<file path="src/rtl/narrow_pkg.sv">
package narrow_pkg;

    // Operand classes found by the classifier
    typedef enum logic [2:0] {
        CL_ZERO = 3'd0,
        CL_SUB  = 3'd1,
        CL_NORM = 3'd2,
        CL_INF  = 3'd3,
        CL_QNAN = 3'd4,
        CL_SNAN = 3'd5
    } opclass_t;

    // Rounding-mode encoding (visible on the rmode port)
    typedef enum logic [1:0] {
        RND_NEAR = 2'd0,
        RND_ZERO = 2'd1,
        RND_POS  = 2'd2,
        RND_NEG  = 2'd3
    } rnd_t;

    // Controller states
    typedef enum logic [1:0] {
        ST_IDLE   = 2'd0,
        ST_DECODE = 2'd1,
        ST_ROUND  = 2'd2,
        ST_DONE   = 2'd3
    } fsm_t;

    // Exception vector bit positions
    localparam int FLG_NX = 0;
    localparam int FLG_DZ = 1;
    localparam int FLG_UF = 2;
    localparam int FLG_OF = 3;
    localparam int FLG_NV = 4;
    localparam int FLG_W  = 5;

    // Trap type codes
    localparam int TT_W = 3;
    localparam logic [TT_W-1:0] TT_NONE  = 3'd0;
    localparam logic [TT_W-1:0] TT_IEEE  = 3'd1;
    localparam logic [TT_W-1:0] TT_UNFIN = 3'd2;

endpackage

</file>
<file path="src/rtl/narrow_classify.sv">
module narrow_classify
    import narrow_pkg::*;
#(
    parameter int EWI = 11,
    parameter int FWI = 52,
    localparam int IW = EWI + FWI + 1
) (
    input  logic [IW-1:0] op,
    output opclass_t      cls
);
    logic [EWI-1:0] e_in;
    logic [FWI-1:0] f_in;

    always_comb begin
        e_in = op[IW-2:FWI];
        f_in = op[FWI-1:0];
        if (e_in == '0) begin
            cls = (f_in == '0) ? CL_ZERO : CL_SUB;
        end else if (e_in == '1) begin
            if (f_in == '0)
                cls = CL_INF;
            else if (f_in[FWI-1])
                cls = CL_QNAN;
            else
                cls = CL_SNAN;
        end else begin
            cls = CL_NORM;
        end
    end
endmodule

</file>
<file path="src/rtl/narrow_round.sv">
module narrow_round
    import narrow_pkg::*;
#(
    parameter int EWI = 11,
    parameter int FWI = 52,
    parameter int EWO = 8,
    parameter int FWO = 23,
    localparam int IW = EWI + FWI + 1
) (
    input  logic [IW-1:0]  op,
    input  rnd_t           rm,
    output logic [EWO-1:0] exp_out,
    output logic [FWO-1:0] frac_out,
    output logic           tiny,
    output logic           ovf,
    output logic           inexact
);
    localparam int EXW       = EWI + 2;
    localparam int DROP      = FWI - FWO;
    localparam int BIAS_DIFF = (2 ** (EWI - 1) - 1) - (2 ** (EWO - 1) - 1);
    localparam int EXP_TOP   = 2 ** EWO - 1;

    logic           sgn;
    logic [EWI-1:0] e_in;
    logic [FWI-1:0] f_in;
    logic [FWO-1:0] kept;
    logic           g_bit, r_bit, s_bit, up, carry;
    logic [FWO:0]   sum;
    logic [EXW-1:0] exp_reb, exp_fin;

    always_comb begin
        sgn   = op[IW-1];
        e_in  = op[IW-2:FWI];
        f_in  = op[FWI-1:0];
        kept  = f_in[FWI-1 -: FWO];
        g_bit = f_in[DROP-1];
        r_bit = f_in[DROP-2];
        s_bit = |f_in[DROP-3:0];
        inexact = g_bit | r_bit | s_bit;

        unique case (rm)
            RND_NEAR: up = g_bit & (r_bit | s_bit | kept[0]);
            RND_ZERO: up = 1'b0;
            RND_POS:  up = ~sgn & inexact;
            RND_NEG:  up = sgn & inexact;
            default:  up = 1'b0;
        endcase

        sum   = {1'b0, kept} + {{FWO{1'b0}}, up};
        carry = sum[FWO];

        exp_reb = EXW'(e_in) - EXW'(BIAS_DIFF);
        exp_fin = exp_reb + {{(EXW-1){1'b0}}, carry};

        tiny     = exp_reb[EXW-1] | (exp_reb == '0);
        ovf      = ~exp_fin[EXW-1] & (exp_fin >= EXW'(EXP_TOP));
        exp_out  = exp_fin[EWO-1:0];
        frac_out = sum[FWO-1:0];
    end
endmodule

</file>
<file path="src/rtl/narrow_pack.sv">
module narrow_pack
    import narrow_pkg::*;
#(
    parameter int EWO = 8,
    parameter int FWO = 23,
    localparam int RW = EWO + FWO + 1,
    parameter logic [RW-1:0] DFLT_NAN = 32'h7fff0000
) (
    input  opclass_t         cls,
    input  logic             sgn,
    input  rnd_t             rm,
    input  logic [FWO-2:0]   payload,
    input  logic [EWO-1:0]   exp_in,
    input  logic [FWO-1:0]   frac_in,
    input  logic             tiny,
    input  logic             ovf,
    input  logic             inexact,
    output logic [RW-1:0]    res,
    output logic [FLG_W-1:0] flg,
    output logic [TT_W-1:0]  tt
);
    logic          to_inf;
    logic [RW-1:0] inf_val, max_val, zero_val;

    always_comb begin
        to_inf   = (rm == RND_NEAR) | ((rm == RND_POS) & ~sgn) | ((rm == RND_NEG) & sgn);
        inf_val  = {sgn, {EWO{1'b1}}, {FWO{1'b0}}};
        max_val  = {sgn, {(EWO-1){1'b1}}, 1'b0, {FWO{1'b1}}};
        zero_val = {sgn, {(RW-1){1'b0}}};
        res = '0;
        flg = '0;
        tt  = TT_NONE;

        unique case (cls)
            CL_ZERO: res = zero_val;
            CL_SUB: begin
                res = '0;
                tt  = TT_UNFIN;
            end
            CL_INF:  res = inf_val;
            CL_QNAN: res = {sgn, {EWO{1'b1}}, 1'b1, payload};
            CL_SNAN: begin
                res         = DFLT_NAN;
                flg[FLG_NV] = 1'b1;
            end
            CL_NORM: begin
                if (tiny) begin
                    res         = zero_val;
                    flg[FLG_UF] = 1'b1;
                    flg[FLG_NX] = 1'b1;
                end else if (ovf) begin
                    res         = to_inf ? inf_val : max_val;
                    flg[FLG_OF] = 1'b1;
                    flg[FLG_NX] = 1'b1;
                end else begin
                    res         = {sgn, exp_in, frac_in};
                    flg[FLG_NX] = inexact;
                end
            end
            default: res = '0;
        endcase

        if (flg[FLG_NV] | flg[FLG_OF] | flg[FLG_UF])
            tt = TT_IEEE;
    end
endmodule

</file>
<file path="src/rtl/narrow_top.sv">
module narrow_top
    import narrow_pkg::*;
#(
    parameter int EWI = 11,
    parameter int FWI = 52,
    parameter int EWO = 8,
    parameter int FWO = 23,
    localparam int IW = EWI + FWI + 1,
    localparam int RW = EWO + FWO + 1
) (
    input  logic             clk,
    input  logic             rst_n,
    input  logic             start,
    input  logic [IW-1:0]    op_in,
    input  logic [1:0]       rmode,
    output logic [RW-1:0]    result,
    output logic [FLG_W-1:0] flags,
    output logic [TT_W-1:0]  ttype,
    output logic             done
);
    fsm_t state, nxt;

    // Operand capture
    logic [IW-1:0] op_q;
    rnd_t          rm_q;

    // DECODE-stage registers
    opclass_t       cls_q;
    logic [EWO-1:0] rexp_q;
    logic [FWO-1:0] rfrac_q;
    logic           tiny_q, ovf_q, nx_q;

    // Combinational stage outputs
    opclass_t         cls_c;
    logic [EWO-1:0]   rexp_c;
    logic [FWO-1:0]   rfrac_c;
    logic             tiny_c, ovf_c, nx_c;
    logic [RW-1:0]    res_c;
    logic [FLG_W-1:0] flg_c;
    logic [TT_W-1:0]  tt_c;

    narrow_classify #(.EWI(EWI), .FWI(FWI)) u_class (
        .op  (op_q),
        .cls (cls_c)
    );

    narrow_round #(.EWI(EWI), .FWI(FWI), .EWO(EWO), .FWO(FWO)) u_round (
        .op       (op_q),
        .rm       (rm_q),
        .exp_out  (rexp_c),
        .frac_out (rfrac_c),
        .tiny     (tiny_c),
        .ovf      (ovf_c),
        .inexact  (nx_c)
    );

    narrow_pack #(.EWO(EWO), .FWO(FWO)) u_pack (
        .cls     (cls_q),
        .sgn     (op_q[IW-1]),
        .rm      (rm_q),
        .payload (op_q[FWI-2 -: FWO-1]),
        .exp_in  (rexp_q),
        .frac_in (rfrac_q),
        .tiny    (tiny_q),
        .ovf     (ovf_q),
        .inexact (nx_q),
        .res     (res_c),
        .flg     (flg_c),
        .tt      (tt_c)
    );

    // Next-state logic
    always_comb begin
        nxt = state;
        unique case (state)
            ST_IDLE:   if (start) nxt = ST_DECODE;
            ST_DECODE: nxt = ST_ROUND;
            ST_ROUND:  nxt = ST_DONE;
            ST_DONE:   nxt = ST_IDLE;
            default:   nxt = ST_IDLE;
        endcase
    end

    // State register
    always_ff @(posedge clk or negedge rst_n) begin
        if (!rst_n)
            state <= ST_IDLE;
        else
            state <= nxt;
    end

    // Datapath registers
    always_ff @(posedge clk or negedge rst_n) begin
        if (!rst_n) begin
            op_q    <= '0;
            rm_q    <= RND_NEAR;
            cls_q   <= CL_ZERO;
            rexp_q  <= '0;
            rfrac_q <= '0;
            tiny_q  <= 1'b0;
            ovf_q   <= 1'b0;
            nx_q    <= 1'b0;
        end else begin
            if (state == ST_IDLE && start) begin
                op_q <= op_in;
                rm_q <= rnd_t'(rmode);
            end
            if (state == ST_DECODE) begin
                cls_q   <= cls_c;
                rexp_q  <= rexp_c;
                rfrac_q <= rfrac_c;
                tiny_q  <= tiny_c;
                ovf_q   <= ovf_c;
                nx_q    <= nx_c;
            end
        end
    end

    // Output registers
    always_ff @(posedge clk or negedge rst_n) begin
        if (!rst_n) begin
            result <= '0;
            flags  <= '0;
            ttype  <= TT_NONE;
            done   <= 1'b0;
        end else begin
            done <= (nxt == ST_DONE);
            if (state == ST_ROUND) begin
                result <= res_c;
                flags  <= flg_c;
                ttype  <= tt_c;
            end
        end
    end
endmodule

</file>
<file path="config.mk">
export PLATFORM = sky130hd
export DESIGN_NAME = narrow_top
export DESIGN_NICKNAME = d
export VERILOG_FILES = /design/src/rtl/narrow_pkg.sv /design/src/rtl/narrow_classify.sv /design/src/rtl/narrow_round.sv /design/src/rtl/narrow_pack.sv /design/src/rtl/narrow_top.sv
export SDC_FILE = /design/constraint.sdc
export NUM_CORES = 1
export LEC_CHECK = 0
export ABC_AREA = 0
export BUFFER_PORTS_ARGS = -buffer_cell sky130_fd_sc_hd__buf_4
export CAP_MARGIN = 15
export CORE_MARGIN = 1.5
export CORE_UTILIZATION = 62
export CTS_BUF_LIST = sky130_fd_sc_hd__clkbuf_2 sky130_fd_sc_hd__clkbuf_4 sky130_fd_sc_hd__clkbuf_8
export CTS_CLUSTER_DIAMETER = 80
export DETAILED_ROUTE_END_ITERATION = 10
export PLACE_DENSITY_LB_ADDON = 0.05
export SLEW_MARGIN = 20
export SYNTH_ARGS = -nofsm -noshare
export SYNTH_HDL_FRONTEND = slang
export SYNTH_SLANG_ARGS = --single-unit
</file>
<file path="constraint.sdc">
create_clock -name clk -period 8.5 [get_ports clk]
set_clock_uncertainty 0.15 [all_clocks]
set_input_delay 1.275 -clock clk [delete_from_list [all_inputs] [get_ports clk]]
set_output_delay 1.275 -clock clk [all_outputs]
set_load 0.02 [all_outputs]
</file>
# Word level (Yosys, flattened, before mapping)
# Index checks and enable logic that the tools add are counted.
word_totals:
  in_bits: 69
  output_inout_bits: 41
  wordCells: 77
  ff_bits: 145
op_classes:
  n_addsub: 3
  bitwise: 17
  eq_ne: 13
  reduce_logical: 8
  mux: 22
  order_cmp: 1
op_table:
  columns: ["operator", "count"]
  rows:
  - ["$pmux 32 s5", 1]
  - ["$mux 31", 2]
  - ["$logic_not 52->1", 1]
  - ["$reduce_or 27->1", 1]
  - ["$add 23x1->24", 1]
  - ["$mux 24", 1]
  - ["$add 13x1->13", 1]
  - ["$ge 13x8->1 const B", 1]
  - ["$logic_not 13->1", 1]
  - ["$sub 11x10->12 const B", 1]
  - ["$eq 11x11->1 const B", 1]
  - ["$logic_not 11->1", 1]
  - ["$eq 2x2->1 const B", 5]
  - ["$mux 1", 9]
  - ["$mux 3", 3]
  - ["$or 1x1->1", 9]
  - ["$mux 2", 4]
  - ["$pmux 2 s4", 1]
  - ["$and 1x1->1", 6]
  - ["$eq 3x2->1 const B", 2]
  - ["$eq 3x3->1 const B", 2]
  - ["$eq 2x1->1 const B", 2]
  - ["$logic_not 2->1", 2]
  - ["$pmux 1 s4", 1]
  - ["4 further kinds", 5]

# Longest topological paths before layout
# Gate-level depths: netlist of the first run.
depth:
  word_depth: 9
  ltp_mapped: 17
  depth_no_buf: 17

# By module
# From an unflattened synthesis of the first run, not the netlist that was laid out.
hier_totals:
  hier_cells: 596
  hier_area_um2: 7372.1
modules_own_cells:
  columns: ["module", "instances", "cells_each", "area_per_inst_um2", "seq_area_each_um2"]
  rows:
  - ["narrow_top", 1, 314, 5601.6, 3653.5]
  - ["narrow_round", 1, 148, 969.7, 0.0]
  - ["narrow_pack", 1, 104, 603.1, 0.0]
  - ["narrow_classify", 1, 30, 197.7, 0.0]

# Worst setup path after synthesis of the first run
# OpenSTA, ideal clock, no wires.
synth_timing:
  kind: "reg2reg"
  start: "register rm_q[0]"
  end: "register ovf_q"
  setup_time_ps: 134
  path_stages_with_launch: 17
  synth_period_minus_slack_ps: 3709
  n_path_buf: 0
  path_slack_ps: 4791
  arrival_ps: 3425
  t_required_ps: 8216
  path_cell_list: "dfrtp_1 > and2_1 > ha_1 > nor2_1 > a21o_1 > ha_1 > and2_1 > nand3_1 > nor2_1 > and4_1 > ha_1 > ha_1 > nand4_1 > or3_1 > or3_1 > a2111oi_0 > a21oi_1"
synth_via:
  elab_chain_len: 6
  elab_cells_between_ends: 10
  classes_between: "2 x add/sub; 1 x order compare; 3 x eq/ne; 1 x mux; 2 x bitwise; 1 x reduce/logical"
synth_lines:
  columns: ["item", "line_no", "text"]
  rows:
  - ["start, declared", "narrow_top.sv:25", "rnd_t rm_q;"]
  - ["start signal, assigned", "narrow_top.sv:106", "rm_q <= rnd_t'(rmode);"]
  - ["$eq 2x2->1 (tied with other cells)", "narrow_round.sv:41", "unique case (rm)"]
  - ["$pmux 1 s4 (*)", "narrow_round.sv:41", null]
  - ["$add 23x1->24 (*)", "narrow_round.sv:49", "sum = {1'b0, kept} + {{FWO{1'b0}}, up};"]
  - ["$add 13x1->13 (*)", "narrow_round.sv:53", "exp_fin = exp_reb + {{(EXW-1){1'b0}}, carry};"]
  - ["$ge 13x8->1 / $not 1->1 (equally long branches)", "narrow_round.sv:56", "ovf = ~exp_fin[EXW-1] & (exp_fin >= EXW'(EXP_TOP));"]
  - ["$and 1x1->1 (*)", "narrow_round.sv:56", null]
  - ["end signal, assigned", "narrow_top.sv:113", "ovf_q <= ovf_c;"]
  - ["end, declared", "narrow_top.sv:31", "logic tiny_q, ovf_q, nx_q;"]
# Mark *: on every way between the ends. The rest lies on a longest branch, timed or not.
# A chain may end at the register's enable or synchronous reset.

# Worst setup path in the final report of the first run
# Same ends and word-level chain as after synthesis.

==> results of run 1 <==
[registers in the layout (all words and copies together) (netlist names), 2 cells and up]
| register | flops |
|---|---|
| ttype | 2 |
| flags | 4 |
| state | 2 |
| cls_q | 3 |
| rexp_q | 8 |
| rm_q | 2 |
| rfrac_q | 23 |
| result | 32 |
| op_q | 64 |
[kinds of logic after synthesis]
logic type      count (synthesis)  synth area share
fa+ha+maj                      11            0.0200
mux                            72             0.118
flops                         144             0.524
buf+inv                        90            0.0515
xor+xnor                       26            0.0331
simple gates                  173             0.123
compound gates                139             0.130
other cells                     1          0.000545
[per-stage QoR]
step           cells  power [mW]  hold WS [ns]  area, sq um  utilization
6_report         898        3.25         0.352         8250        0.761
5_1_grt          898        3.47         0.377         8250        0.761
4_1_cts          898        3.26         0.347         8250        0.761
3_5_place_dp     866        2.58         0.330         7730        0.714
3_3_place_gp     866        2.51         0.314         7730        0.714
2_1_floorplan    657        2.18         0.300         6880            -
[worst max-delay path, cell delays in order (launching register included)]
cell       delay (ns)
dfrtp_1          0.42
and2_1           0.18
ha_1             0.26
nor2_1           0.10
a21o_1           0.13
ha_1             0.15
and2_1           0.19
nand3_1          0.21
nor2_1           0.22
and4_1           0.24
ha_1             0.36
ha_1             0.28
nand4_1          0.25
or3_1            0.44
or3_1            0.31
a2111oi_0        0.40
a21oi_1          0.12
[cell usage after synthesis (2+ instances only)]
library cell,count
a21o_1,3
a21oi_1,41
a22o_2,2
a2bb2oi_1,16
a31oi_1,5
and2_1,2
and3_1,5
and4_1,4
buf_1,3
buf_4,2
clkbuf_1,37
dfrtp_1,144
ha_1,11
inv_1,46
mux2_2,71
nand2_1,18
nand2b_1,3
nand3_1,19
nand4_1,12
nor2_1,71
nor3_1,8
nor4_1,16
o211ai_1,2
o21a_1,7
o21ai_0,18
o22ai_1,30
o311ai_0,2
or2_2,3
or3_1,3
or4_1,3
xnor2_1,15
xor2_1,11
[path summary, 6_finish.rpt]
check                                          to  slack [ns]  depth (start not counted)
max reg2reg                     ovf_q$_DFFE_PN0N_        3.94                         16
max                             ovf_q$_DFFE_PN0N_        3.94                         16
min                         rexp_q[7]$_DFFE_PN0N_        0.35                          2
min in group asynchronous  result[18]$_DFFE_PN0P_        0.65                          1
min reg2reg                 rexp_q[7]$_DFFE_PN0N_        0.35                          2
max in group asynchronous    ttype[1]$_DFFE_PN0P_        6.17                          2
[metal layers]
| layer | share of wire | vias up | wire length, um | global-route usage |
|---|---|---|---|---|
| li1 | - | 2498 | - | - |
| met1 | 0.44 | 2593 | 6740 | 0.362 |
| met2 | 0.48 | 157 | 7360 | 0.454 |
| met3 | 0.054 | 28 | 814 | 0.0687 |
| met4 | 0.019 | 0 | 290 | 0.116 |
| met5 | 0 | - | 0 | 0 |
[power breakdown]
part           internal [mW]  switching [mW]  total, mW
registers               1.01           0.329       1.34
clock network          0.421           0.254      0.675
logic                  0.593           0.641       1.23
total                   2.03            1.22       3.25
[cell type report]
class	count	share of cell area
clock buffers	23	0.0376
clock inverters	9	0.0243
inverters	46	0.0209
multi-input cells	423	0.356
flip-flops and latches	144	0.437
well taps	140	0.0212
repair buffers	113	0.103
==> flow_summary.toml, run 1 <==
[status]
status = "finished clean"

[job]
drv_cap = 0

[hold_path]
hold_start = "rexp_q[7]$_DFFE_PN0N_"
hold_class = "reg2reg"

[place]
pre_cts_ws_ns = 4.04
dp_hpwl_um = 10000
gp_congestion = 0.861
portBuffers = 107

[sta]
fin_ws_ns = 3.94
rsz0062_at_grt = "no"
finalHoldViolCount = 0
slew_viol_final = 0
max_slew_margin = 0.282
max_freq_mhz = 219
post-route-period-util = 0.536
min_period_ns = 4.56
setup_viol = 0
setup_tns_ns = 0
tightestPinTransition_ns = 1.07

[layout]
seq_area_sq_um = 3600
n_antenna_cell = 0
syn_to_final_growth_pct = 19.9
multi_input_area_sq_um = 2930
fin_nets = 825
layout_common_cells = "144 x dfrtp_1, 112 x buf_4, 71 x mux2_2, 70 x nor2_1, 46 x inv_1"
nFillCells = 767
final_common_cell = "dfrtp_1"
drive_gt1_frac = 0.298

[logic_synthesis]
synth-seq-area-share = 0.524
ys_seq_elements = 144
syn-instance-count = 656
ys_warn_count = 0
async_flop_share = 1.00
synth.top_cell.area_share = 0.524
synth_top_flop_cell = "dfrtp_1"
synth_area_leaders = "dfrtp_1 52%, mux2_2 12%, nor2_1 3.9%"
synth-edff-count = 0
synth_cell_types = 55
synth.cell_area_sq_um = 6880
yosys.area.top_type = "dfrtp_1"
synth_area_per_cell_sq_um = 10.5

[clock_tree]
clockBufferDepth = 2
cts_made_buffers = 17
root_buffer = "clkbuf_8"
cts_max_level = 4
clk_latency_ns = 0.45
cts_tree = "built"
clk_pin_slew_ns = 0.08
post_cts_buffers = 0
clock_sinks = 144
cts_resized = 0
postCtsHoldBufs = 0

[power]
leakage_nw = 3.60
powerDensity_nw_per_um2 = 394
vdd_drop_max_v = 0.000240

[critical_path]
critPathArrivalTime_ns = 4.73
crit_path_max_fanout = 9
end_kind = "flip-flop"
start_kind = "flip-flop"
rr_startpoint = "rm_q[0]$_DFFE_PN0P_"
criticalPathCategory = "reg2reg"
required_ns = 8.67
startpoint = "rm_q[0]$_DFFE_PN0P_"

[floorplanning]
die_h_um = 108
rows = 38
die_w_um = 108
fp.coreArea_sq_um = 10800
io-pin-count = 110
start_util = 0.635
die-area_sq_um = 11700

[routing]
wl_per_cell_um = 16.9
drc = 0
vias_per_cell = 5.88
vias = 5276
drt_iter0_drc = 386
ant_nets = 0
drt-pass1-iter-count = 5
wl_um = 15200

[global_routing]
overflow = 0
grt_first_pass_wirelength_um = 25000
gr-usage-all-layers = 0.280
grt_max_degree = 76
grt_pass1_vias = 5142
antenna_found_initial = 0
Note: power is estimated with default switching activity, not from simulation.
==> run 2, diff against run 1 <==
ABC_AREA = 1   (was 0)
CORE_UTILIZATION = 53   (was 62)
clock period = 3.7 ns   (was 8.5 ns; I/O delays follow)
==> run 2 against run 1 <==
The run now ends with hold timing left. Global-route usage decreased by 1.6 points. Area after synthesis increased by 3.3%. First-iteration DRC count increased by 77%. Combinational power increased to 2.7 times the previous value. Non-clock buffer count increased by 8. Worst setup slack got worse by 3.7 ns. Register-to-register slack got worse by 3.7 ns. Wire length increased by 16%. Critical endpoint unchanged.
==> flow_summary.toml, run 2 <==
[status]
status = "finished, violations left"
violations = "hold timing"

[global_routing]
grt_max_degree = 88
antenna_found_initial = 0
grt_pass1_vias = 5801
grt_first_pass_wirelength_um = 29500
overflow = 0
gr-usage-all-layers = 0.264

[power]
powerDensity_nw_per_um2 = 858
p_sw_frac = 0.440
power_frac_comb = 0.447
p_switching_mw = 3.25
seqPwrFrac = 0.386
fin_total_pwr_mw = 7.38
p_int_mw = 4.13
vdd_drop_max_v = 0.000386
leakage_nw = 4.29
clockPowerShare = 0.167

[routing]
ant_nets = 0
vias_per_cell = 5.26
drc = 0
drt-met1-wl_um = 8910
drt_iter0_drc = 685
routed.top_layer = "met4"
wl_um = 17700
vias = 6066
wl_met2_um = 7420
route.met3.wl_um = 1200
drt-pass1-iter-count = 5
wl_per_cell_um = 15.3

[sta]
min_period_ns = 3.51
setup_viol = 0
max_freq_mhz = 285
finalHoldViolCount = 1
post-route-period-util = 0.948
tightestPinTransition_ns = 0.934
hold_ws_ns = -0.000228
max_slew_margin = 0.378
slew_viol_final = 0

[layout]
fin_nets = 1046
final_common_cell = "nand2_1"
n_antenna_cell = 0
layout_common_cells = "244 x nand2_1, 144 x dfrtp_1, 119 x buf_4, 99 x nor2_1, 67 x o21ai_0"
drive_gt1_frac = 0.239
final_area_sq_um = 8600
top_register = "op_q"
largest_reg_flops = 64
reg_top3 = "op_q x64, result x32, rfrac_q x23"
syn_to_final_growth_pct = 21.0

[job]
drv_cap = 0

[floorplanning]
io-pin-count = 110
die_w_um = 119
die-area_sq_um = 14100
rows = 42
die_h_um = 119
start_util = 0.541
fp.coreArea_sq_um = 13100

[logic_synthesis]
synth_cell_types = 36
synth_top_flop_cell = "dfrtp_1"
synth_mux_area_frac = 0.0507
yosys.area.top_type = "dfrtp_1"
ys_warn_count = 0
synth_compound_area_frac = 0.0995
synth_area_per_cell_sq_um = 8.27
yosysMostFrequentCell = "nand2_1"
synth_adder_area_share = 0.0194
synth-seq-area-share = 0.507
synth_xor_area_frac = 0.0123
synth-simple-area-share = 0.252
async_flop_share = 1.00
syn-instance-count = 859
synth_area_leaders = "dfrtp_1 51%, nand2_1 13%, nor2_1 5.4%"
ys_seq_elements = 144
synth.cell_area_sq_um = 7110
synth-edff-count = 0
synthTopCellsByCount = "251 x nand2_1, 144 x dfrtp_1, 103 x nor2_1"
synth.top_cell.area_share = 0.507
synth_top_family_by_area = "simple AND/OR/NAND/NOR gates"

[clock_tree]
clk_latency_ns = 0.44
clock_sinks = 144
cts_tree = "built"
root_buffer = "clkbuf_8"
clockBufferDepth = 2
cts_max_level = 4
clk_pin_slew_ns = 0.08
cts_made_buffers = 17

[critical_path]
reg2reg_depth = 26
critPathArrivalTime_ns = 3.68
criticalPathCategory = "reg2reg"
start_kind = "flip-flop"
crit_path_max_fanout = 4
end_kind = "flip-flop"
required_ns = 3.88

[place]
place_area_sq_um = 8070
gp_congestion = 0.899
portBuffers = 107
dp_hpwl_um = 12900

[hold_path]
hold_class = "in2async"
-- run 2: cell count changes after synthesis, sizes merged, moves of 17 or more --
cell	before	now
mux2	71	32
inv	46	66
nor2	71	107
o22ai	30	1
o21ai	19	82
nand3	19	36
nand2	18	253
-- run 2: cell type report --
class | instances | area [sq um]
Clock inverter | 11 | 114
Fill cell | 1156 | 4540
Sequential cell | 144 | 3600
Multi-Input combinational cell | 615 | 3210
Clock buffer | 20 | 275
Inverter | 67 | 253
Tap cell | 176 | 220
Timing Repair Buffer | 121 | 925
-- run 2: worst paths after layout --
path                       slack (ns)                     end                    from
max reg2reg                      0.19       ovf_q$_DFFE_PN0N_     rm_q[0]$_DFFE_PN0P_
min reg2reg                      0.33  rfrac_q[0]$_DFFE_PN0N_  rfrac_q[0]$_DFFE_PN0N_
min                           -0.0002  result[29]$_DFFE_PN0P_                   rst_n
min in group clk                 0.20    op_q[26]$_DFFE_PN0P_               op_in[26]
max in group asynchronous        2.64    op_q[36]$_DFFE_PN0P_                   rst_n
max                              0.19       ovf_q$_DFFE_PN0N_     rm_q[0]$_DFFE_PN0P_
-- run 2: kinds of logic after synthesis --
kind of cell	count (synthesis)
AO/OA/AOI/OAI	132
XOR/XNOR	10
adder cells (fa/ha/maj)	11
buffers and inverters	101
flip-flops	144
multiplexers	32
other	1
AND/OR/NAND/NOR	428
-- run 2: power groups by stage --
| stage | clock (mW) | combinational, mW | sequential (mW) |
|---|---|---|---|
| after CTS | 1.25 | 3.17 | 2.82 |
| after global placement | 0 | 3.08 | 2.82 |
| final | 1.23 | 3.30 | 2.85 |
| after floorplan | 0 | 2.11 | 2.87 |
| after global routing | 1.32 | 3.73 | 2.93 |
| after detailed placement | 0 | 3.16 | 2.85 |
-- run 2: timing repair --
item | in CTS | in global routing
setup buffers | 0 | 4
resized for setup | 0 | 29
hold buffers | 0 | 0
endpoints found under the setup margin | 0 | 5
-- run 2: per-stage QoR --
step | util | instances | worst slack [ns] | setup TNS (ns)
after floorplan | - | 860 | 0.412 | 0
after global placement | 0.614 | 1119 | 0.222 | 0
after detailed placement | 0.614 | 1119 | 0.0274 | 0
after CTS | 0.644 | 1150 | 0.0377 | 0
after global routing | 0.655 | 1154 | -0.0883 | -0.0883
final | 0.655 | 1154 | 0.193 | 0
-- run 2: per-layer routing --
metal	vias up	GRT usage
met3	9	0.0536
met2	196	0.363
li1	2993	-
met1	2868	0.420
met5	-	0
met4	0	0.0768
-- run 2: critical path, cell delays in order, from the launching register on --
cell	delay (ns)
dfrtp_1	0.40
nand2_1	0.07
inv_1	0.04
ha_1	0.29
a21oi_2	0.12
nand2_1	0.08
nand2_2	0.09
ha_4	0.15
nand2_2	0.07
nor2_4	0.12
nand3_2	0.08
inv_2	0.10
nand4_4	0.09
nor2_4	0.14
nand3_2	0.09
nor3_4	0.21
ha_2	0.23
ha_4	0.14
nand2_2	0.07
nor2_4	0.16
nand3_2	0.09
nand2_2	0.07
nand3_2	0.06
nor2_2	0.10
nand3_1	0.08
nand2_1	0.06
nand2_1	0.04
